`src/rtl/exc_sr_pkg.sv`:
```
package exc_sr_pkg;

  // One action is chosen per cycle; order here is descriptive only.
  typedef enum logic [2:0] {
    ACT_IDLE    = 3'd0,
    ACT_TAKE_NC = 3'd1,
    ACT_TAKE_CR = 3'd2,
    ACT_RET_NC  = 3'd3,
    ACT_RET_CR  = 3'd4
  } exc_act_e;

endpackage

```
`src/rtl/exc_rst_sync.sv`:
```
module exc_rst_sync (
  input  logic clk,
  input  logic rst_n,
  output logic rst_sync_n
);

  logic [1:0] stage_q;

  always_ff @(posedge clk or negedge rst_n) begin
    if (!rst_n) begin
      stage_q <= 2'b00;
    end else begin
      stage_q <= {stage_q[0], 1'b1};
    end
  end

  assign rst_sync_n = stage_q[1];

endmodule

```
`src/rtl/exc_pick.sv`:
```
// Lowest-index selector over a candidate vector.
module exc_pick #(
  parameter int N     = 19,
  parameter int IDX_W = $clog2(N)
) (
  input  logic [N-1:0]     cand,
  output logic             found,
  output logic [IDX_W-1:0] idx,
  output logic [N-1:0]     onehot
);

  always_comb begin
    found  = 1'b0;
    idx    = '0;
    onehot = '0;
    for (int i = N - 1; i >= 0; i--) begin
      if (cand[i]) begin
        found     = 1'b1;
        idx       = IDX_W'(i);
        onehot    = '0;
        onehot[i] = 1'b1;
      end
    end
  end

endmodule

```
`src/rtl/exc_srr_pair.sv`:
```
// Save/restore register pair for one exception class.
module exc_srr_pair #(
  parameter int PC_W  = 32,
  parameter int MSW_W = 32
) (
  input  logic             clk,
  input  logic             rst_n,
  input  logic             load,
  input  logic [PC_W-1:0]  d_pc,
  input  logic [MSW_W-1:0] d_msw,
  output logic [PC_W-1:0]  q_pc,
  output logic [MSW_W-1:0] q_msw
);

  always_ff @(posedge clk or negedge rst_n) begin
    if (!rst_n) begin
      q_pc  <= '0;
      q_msw <= '0;
    end else if (load) begin
      q_pc  <= d_pc;
      q_msw <= d_msw;
    end
  end

endmodule

```
`src/rtl/exc_save_restore.sv`:
```
module exc_save_restore
  import exc_sr_pkg::*;
#(
  parameter int NSRC      = 19,
  parameter int PC_W      = 32,
  parameter int MSW_W     = 32,
  parameter int OFF_W     = 8,
  parameter int OFF_SHIFT = 3,
  parameter int NCE_BIT   = 15,
  parameter int CE_BIT    = 17
) (
  input  logic                  clk,
  input  logic                  rst_n,
  input  logic [NSRC-1:0]       exc_req,
  input  logic [NSRC-1:0]       exc_crit,
  input  logic [PC_W-1:0]       cur_pc,
  input  logic [MSW_W-1:0]      cur_msw,
  input  logic [PC_W-OFF_W-1:0] vec_base,
  input  logic                  ret_nc,
  input  logic                  ret_cr,
  output logic                  redir_valid,
  output logic [PC_W-1:0]       redir_pc,
  output logic [MSW_W-1:0]      new_msw,
  output logic [NSRC-1:0]       ack
);

  localparam int IDX_W  = $clog2(NSRC);
  localparam int NCLASS = 2;
  localparam int CL_NC  = 0;
  localparam int CL_CR  = 1;
  localparam logic [MSW_W-1:0] NCE_MASK = MSW_W'(1) << NCE_BIT;
  localparam logic [MSW_W-1:0] CE_MASK  = MSW_W'(1) << CE_BIT;

  logic rst_sync_n;

  exc_rst_sync u_rst (
    .clk        (clk),
    .rst_n      (rst_n),
    .rst_sync_n (rst_sync_n)
  );

  // Per-class candidate vectors after class sort and enable masking.
  logic [NSRC-1:0]  cand  [NCLASS];
  logic             found [NCLASS];
  logic [IDX_W-1:0] idx   [NCLASS];
  logic [NSRC-1:0]  oh    [NCLASS];

  assign cand[CL_NC] = exc_req & ~exc_crit & {NSRC{cur_msw[NCE_BIT]}};
  assign cand[CL_CR] = exc_req &  exc_crit & {NSRC{cur_msw[CE_BIT]}};

  // Saved context per class.
  logic             srr_load  [NCLASS];
  logic [PC_W-1:0]  srr_pc    [NCLASS];
  logic [MSW_W-1:0] srr_msw   [NCLASS];

  for (genvar c = 0; c < NCLASS; c++) begin : g_class
    exc_pick #(
      .N     (NSRC),
      .IDX_W (IDX_W)
    ) u_pick (
      .cand   (cand[c]),
      .found  (found[c]),
      .idx    (idx[c]),
      .onehot (oh[c])
    );

    exc_srr_pair #(
      .PC_W  (PC_W),
      .MSW_W (MSW_W)
    ) u_pair (
      .clk   (clk),
      .rst_n (rst_sync_n),
      .load  (srr_load[c]),
      .d_pc  (cur_pc),
      .d_msw (cur_msw),
      .q_pc  (srr_pc[c]),
      .q_msw (srr_msw[c])
    );
  end

  // Action selection: entries beat returns, critical beats noncritical.
  exc_act_e act;

  always_comb begin
    if (found[CL_CR]) begin
      act = ACT_TAKE_CR;
    end else if (found[CL_NC]) begin
      act = ACT_TAKE_NC;
    end else if (ret_cr) begin
      act = ACT_RET_CR;
    end else if (ret_nc) begin
      act = ACT_RET_NC;
    end else begin
      act = ACT_IDLE;
    end
  end

  assign srr_load[CL_NC] = (act == ACT_TAKE_NC);
  assign srr_load[CL_CR] = (act == ACT_TAKE_CR);

  logic [IDX_W-1:0] win_idx;
  logic [NSRC-1:0]  win_oh;
  logic [OFF_W-1:0] win_off;
  logic [PC_W-1:0]  vec_pc;

  assign win_idx = found[CL_CR] ? idx[CL_CR] : idx[CL_NC];
  assign win_oh  = found[CL_CR] ? oh[CL_CR]  : oh[CL_NC];
  assign win_off = OFF_W'(win_idx) << OFF_SHIFT;
  assign vec_pc  = {vec_base, win_off};

  // Next-state values for the output stage.
  logic             nx_valid;
  logic             out_en;
  logic [PC_W-1:0]  nx_pc;
  logic [MSW_W-1:0] nx_msw;
  logic [NSRC-1:0]  nx_ack;

  always_comb begin
    nx_valid = 1'b1;
    nx_pc    = redir_pc;
    nx_msw   = new_msw;
    nx_ack   = '0;
    unique case (act)
      ACT_TAKE_NC: begin
        nx_pc  = vec_pc;
        nx_msw = cur_msw & ~NCE_MASK;
        nx_ack = win_oh;
      end
      ACT_TAKE_CR: begin
        nx_pc  = vec_pc;
        nx_msw = cur_msw & ~(NCE_MASK | CE_MASK);
        nx_ack = win_oh;
      end
      ACT_RET_NC: begin
        nx_pc  = srr_pc[CL_NC];
        nx_msw = srr_msw[CL_NC];
      end
      ACT_RET_CR: begin
        nx_pc  = srr_pc[CL_CR];
        nx_msw = srr_msw[CL_CR];
      end
      default: begin
        nx_valid = 1'b0;
      end
    endcase
  end

  assign out_en = (act != ACT_IDLE);

  // Output registers: valid/ack every cycle, target only when enabled.
  always_ff @(posedge clk or negedge rst_sync_n) begin
    if (!rst_sync_n) begin
      redir_valid <= 1'b0;
      ack         <= '0;
    end else begin
      redir_valid <= nx_valid;
      ack         <= nx_ack;
    end
  end

  always_ff @(posedge clk or negedge rst_sync_n) begin
    if (!rst_sync_n) begin
      redir_pc <= '0;
      new_msw  <= '0;
    end else if (out_en) begin
      redir_pc <= nx_pc;
      new_msw  <= nx_msw;
    end
  end

endmodule

```
`config.mk`:
```
export PLATFORM = sky130hd
export DESIGN_NAME = exc_save_restore
export DESIGN_NICKNAME = d
export VERILOG_FILES = /design/src/rtl/exc_sr_pkg.sv /design/src/rtl/exc_rst_sync.sv /design/src/rtl/exc_pick.sv /design/src/rtl/exc_srr_pair.sv /design/src/rtl/exc_save_restore.sv
export SDC_FILE = /design/constraint.sdc
export NUM_CORES = 1
export LEC_CHECK = 0
export ABC_CLOCK_PERIOD_IN_PS = 17700
export BUFFER_PORTS_ARGS = -buffer_cell sky130_fd_sc_hd__buf_4
export CORE_ASPECT_RATIO = 0.8
export CORE_MARGIN = 2
export CORE_UTILIZATION = 55
export CTS_CLUSTER_SIZE = 25
export DETAILED_ROUTE_END_ITERATION = 10
export PLACE_DENSITY = 0.92
export SLEW_MARGIN = 5
export SYNTH_ARGS = -nofsm -noshare
export SYNTH_HDL_FRONTEND = slang
export SYNTH_HIERARCHICAL = 1
export SYNTH_SLANG_ARGS = --single-unit
```
`constraint.sdc`:
```
create_clock -name clk -period 17.7 [get_ports clk]
set_input_delay 0.885 -clock clk [delete_from_list [all_inputs] [get_ports clk]]
set_output_delay 0.885 -clock clk [all_outputs]
set_load 0.1 [all_outputs]
```
Word-level counts from Yosys, hierarchy flattened
Cells that the tools add are included.
- bitwise gates (word level): 5
- equal/unequal tests: 4
- reduce and logical (&&, ||, !) cells: 7
- muxes and demuxes: 124
- operators by type and width (kind ; number):
    $mux 19 ; 40
    $mux 5 ; 39
    $pmux 32 s4 ; 1
    $pmux 32 s3 ; 1
    $and 19x19->19 ; 4
    $mux 1 ; 39
    $not 19->19 ; 1
    $mux 3 ; 3
    $eq 3x2->1 const B ; 2
    $reduce_bool 3->1 ; 2
    $reduce_and 2->1 ; 2
    $reduce_bool 4->1 ; 1
    $reduce_or 4->1 ; 1
    $eq 3x1->1 const B ; 1
    $eq 3x3->1 const B ; 1
    $mux 2 ; 1
    $reduce_or 2->1 ; 1
- register bits: 214
- output and inout port bits: 84
- bits of input ports: 130
- word-level logic and storage cells: 149

Longest topological paths before layout
- depth in word-level cells: 28
- mapped depth: 13

Cells and area by module
Netlist, hierarchy kept.
- by module, submodules not included (module ; cells an instance ; area each (um2) ; instances):
    exc_srr_pair ; 135 ; 2678.8 ; 2
    exc_save_restore ; 492 ; 4450.5 ; 1
    exc_pick ; 61 ; 382.9 ; 2
    exc_rst_sync ; 3 ; 53.8 ; 1

Least setup slack after synthesis
No wires, ideal clock.
- kind: input to register
- start: input cur_msw[15]
- end: register g_class[0].u_pair.q_msw[10]
- stages on the path: 13
- buffers on the path: 6
- slack: 14.000 ns
- setup time: 0.125 ns
- arrival time: 3.575 ns
- cells stage by stage: clkbuf_1 > buf_1 > nand2_1 > nor2_1 > nor4_2 > and3_1 > nand3_1 > buf_2 > nor2b_1 > clkbuf_1 > buf_6 > buf_12 > mux2_4
- RTL lines (element ; line ; text):
    from (decl) ; exc_save_restore.sv:17 ; input logic [MSW_W-1:0] cur_msw,
    to (signal assigned) ; exc_srr_pair.sv:21 ; q_msw <= d_msw;
    to (decl) ; exc_srr_pair.sv:12 ; output logic [MSW_W-1:0] q_msw

==> results.sh <==
export IMPL_outcome="completed"
export IMPL_final_common_cell="buf_4"
export IMPL_via_per_inst=5.889
export IMPL_synth_seq_cells=214
export IMPL_wl_per_cell_um=20.06
export IMPL_grt_most_used_layer="met2"
export IMPL_grt_pass1_wl_mm=42.37
export IMPL_synthArstFlopShare_pct=100.0
export IMPL_synth_flop_cell="dfrtp_1"
export IMPL_worst_setup_path_type="input port to flip-flop"
export IMPL_skew_ns=0.01027
export IMPL_synth_edf_count=0
export IMPL_max_cap_viol_count=0
export IMPL_grt_max_degree=85
export IMPL_cpPeakStageDelay_ns=0.64
export IMPL_endpoint_kind="flip-flop"
export IMPL_clockBufferDepth=3
export IMPL_htreeDepth=1
export IMPL_fin_crit_ns=4.139
export IMPL_grt_util_met1_pct=34.85
export IMPL_initial_core_util_pct=56.01
export IMPL_clk_latency_ns=0.51
export IMPL_cts_buffers=23
export IMPL_cellLeakagePower_uw=0.006229
export IMPL_yosys_warnings=6
export IMPL_clock_root_buffer="clkbuf_16"
export IMPL_final_nets=1200
export IMPL_worst_pin_slew_ns=1.079
export IMPL_rsz0062_at_grt="no"
export IMPL_antenna_found_initial=0
export IMPL_post_cts_resized=0
export IMPL_syn_area_per_cell_um2=11.98
export IMPL_syn_inst=887
export IMPL_num_fill_cells=1314
export IMPL_final_cell_mix="222 x buf_4, 213 x dfrtp_1, 120 x mux2_4, 72 x nor2_1, 63 x nand3_1"
export IMPL_maxSlewHeadroom_pct=28.04
export IMPL_pre_cts_ws_ns=13.16
export IMPL_irDropWorstVdd_uv=73.91
export IMPL_hold_path_class="input port to async pin"
export IMPL_fin_setup_tns_ns=0
export IMPL_drtIter0Drc=535
export IMPL_yosys_top_cells_area="dfrtp_1 50%, mux2_4 17%, nand3_1 3.0%"
export IMPL_ys_seq_area_share_pct=50.39
export IMPL_r2r_worst_path_cells=1
export IMPL_path_cells="buf_4, and3_1, nor4_2, and3_1, nand3_4, nor4_4, buf_4, inv_2, o22ai_2, nor3_1"
export IMPL_gp_congestion=0.8709
export IMPL_fp_row_count=45
export IMPL_syn_to_final_growth_pct=21.96
export IMPL_die_area_mm2=0.02046
export IMPL_postCtsHoldBufs=0
export IMPL_slew_viol_final=0
export IMPL_synth_area_mm2=0.01063
export IMPL_track_usage_pct=25.93
export IMPL_grt_pass1_vias=7969
export IMPL_cp_data_required_time_ns=18.09
export IMPL_die_y_um=128.3
export IMPL_power_density_mw_per_mm2=114.0
export IMPL_netlist_cell_type_count=54
export IMPL_finalSetupViolCount=0
export IMPL_layout_drive_gt1_share_pct=39.01
export IMPL_clk_pin_slew_ns=0.06
export IMPL_grt_use_met2_pct=42.74
export IMPL_path_max_fanout=37
export IMPL_drc=0
export IMPL_post_cts_buffers=0
export IMPL_dp_hpwl_mm=17.19
export IMPL_max_freq_mhz=241.6
export IMPL_rrSetupSlack_ns=15.70
export IMPL_arrival_ns=4.53
export IMPL_crit_slowest_cell="nand3_4"
export IMPL_overflow=0
export IMPL_postRouteAntennaNets=0
export IMPL_cts_tree="done"
export IMPL_hold_viol=0
export IMPL_antenna_cells=0
export IMPL_use_met3_pct=6.222
export IMPL_io_pins=214
export IMPL_min_period_over_period_pct=23.38
export IMPL_synth_top_area_cell="dfrtp_1"
export IMPL_synth_top_area_share_pct=50.39
export IMPL_coreArea_mm2=0.01897
export IMPL_cts_sinks=214
export IMPL_dr_pass1_iters=4
export IMPL_startpoint_type="input port"
export IMPL_setup_ws_ns=13.56
export IMPL_reg2reg_to="ack[2]"
export IMPL_vias=7921
export IMPL_r2r_start="u_rst/stage_q[1]"
export IMPL_port_buffers=213
export IMPL_fp_dieW_um=159.4
export IMPL_wirelength_mm=26.99
export IMPL_syn_nets=1017
kinds of logic after synthesis:
group,after synthesis,synth area share [%]
mux,136,18.60
simple gates,322,16.09
compound gates,132,9.536
other cells,1,0.03529
buf+inv,82,5.345
flops,214,50.39
final cells by class:
type / instances / area, um2 / area share, %
multi-input cells: 591 / 4738 / 36.56
repair buffers: 222 / 1667 / 12.86
clock buffers: 30 / 641.9 / 4.952
inverters: 18 / 67.56 / 0.5213
well taps: 258 / 322.8 / 2.491
clock inverters: 12 / 165.2 / 1.274
flip-flops and latches: 214 / 5359 / 41.35
flip-flops by register name (all words and copies together) (netlist names):
register,cells
g_class.u_pair/q_pc,64
g_class.u_pair/q_msw,64
u_rst/stage_q,2
redir_valid,1
ack,19
redir_pc,32
new_msw,32
how the worst max path moves through the flow:
stage                         to             start  slack (ns)  depth (start not counted)
CTS                 redir_pc[16]       cur_msw[17]       13.62                         10
global route        redir_pc[30]       cur_msw[17]       13.38                         10
floorplan                 ack[0]  u_rst/stage_q[1]       11.29                          0
detailed placement  redir_pc[22]       cur_msw[17]       13.16                         10
global placement    redir_pc[27]       cur_msw[17]       13.25                         10
finish              redir_pc[16]       cur_msw[17]       13.56                         10
power breakdown:
part           leakage [uW]  internal (uW)  switching, uW
registers           0.00257            578           62.2
clock network      0.000389            303            202
logic               0.00327            162            170
total               0.00623           1040            435
Yosys cell counts, types with 4 or more instances:
| cell type | number |
|---|---|
| and4_1 | 4 |
| clkbuf_1 | 29 |
| nand3b_1 | 5 |
| nand2_1 | 57 |
| buf_6 | 5 |
| o21ai_0 | 6 |
| and3_1 | 31 |
| mux2_4 | 120 |
| nor2b_1 | 13 |
| buf_2 | 10 |
| nor4_1 | 4 |
| o22ai_2 | 10 |
| buf_12 | 12 |
| mux2i_1 | 4 |
| and2_1 | 6 |
| a22o_1 | 28 |
| a22oi_1 | 30 |
| nand3_1 | 64 |
| a31oi_1 | 4 |
| o22ai_1 | 14 |
| buf_4 | 4 |
| buf_1 | 4 |
| mux2_2 | 12 |
| nor3b_1 | 20 |
| nor2_1 | 72 |
| nor4_2 | 4 |
| inv_1 | 17 |
| a21oi_1 | 22 |
| dfrtp_1 | 214 |
| nor3_1 | 23 |
critical path, delay by kind of cell:
kind                   cells  cell delay [ns]
buffers and inverters      3             0.98
AO/OA/AOI/OAI              1             0.30
AND/OR/NAND/NOR            6             2.30
layer usage:
metal,part of all wire [%],up-vias
met4,2.5,0
li1,-,3556
met5,0,-
met3,8.6,46
met2,46,386
met1,43,3933
per-stage QoR:
| step | utilization [%] | total power (uW) | hold WS [ns] | area, um2 | cells |
|---|---|---|---|---|---|
| after floorplan | - | 891.2 | 0.3312 | 10630 | 887 |
| after global routing | 68.31 | 1535 | 0.1263 | 12960 | 1345 |
| after detailed placement | 64.06 | 974.9 | 0.3417 | 12150 | 1303 |
| after global placement | 64.06 | 961.6 | 0.3411 | 12150 | 1303 |
| final | 68.31 | 1478 | 0.1405 | 12960 | 1345 |
| after CTS | 68.31 | 1484 | 0.1241 | 12960 | 1345 |
No activity file was read; power rests on OpenSTA's default activity.
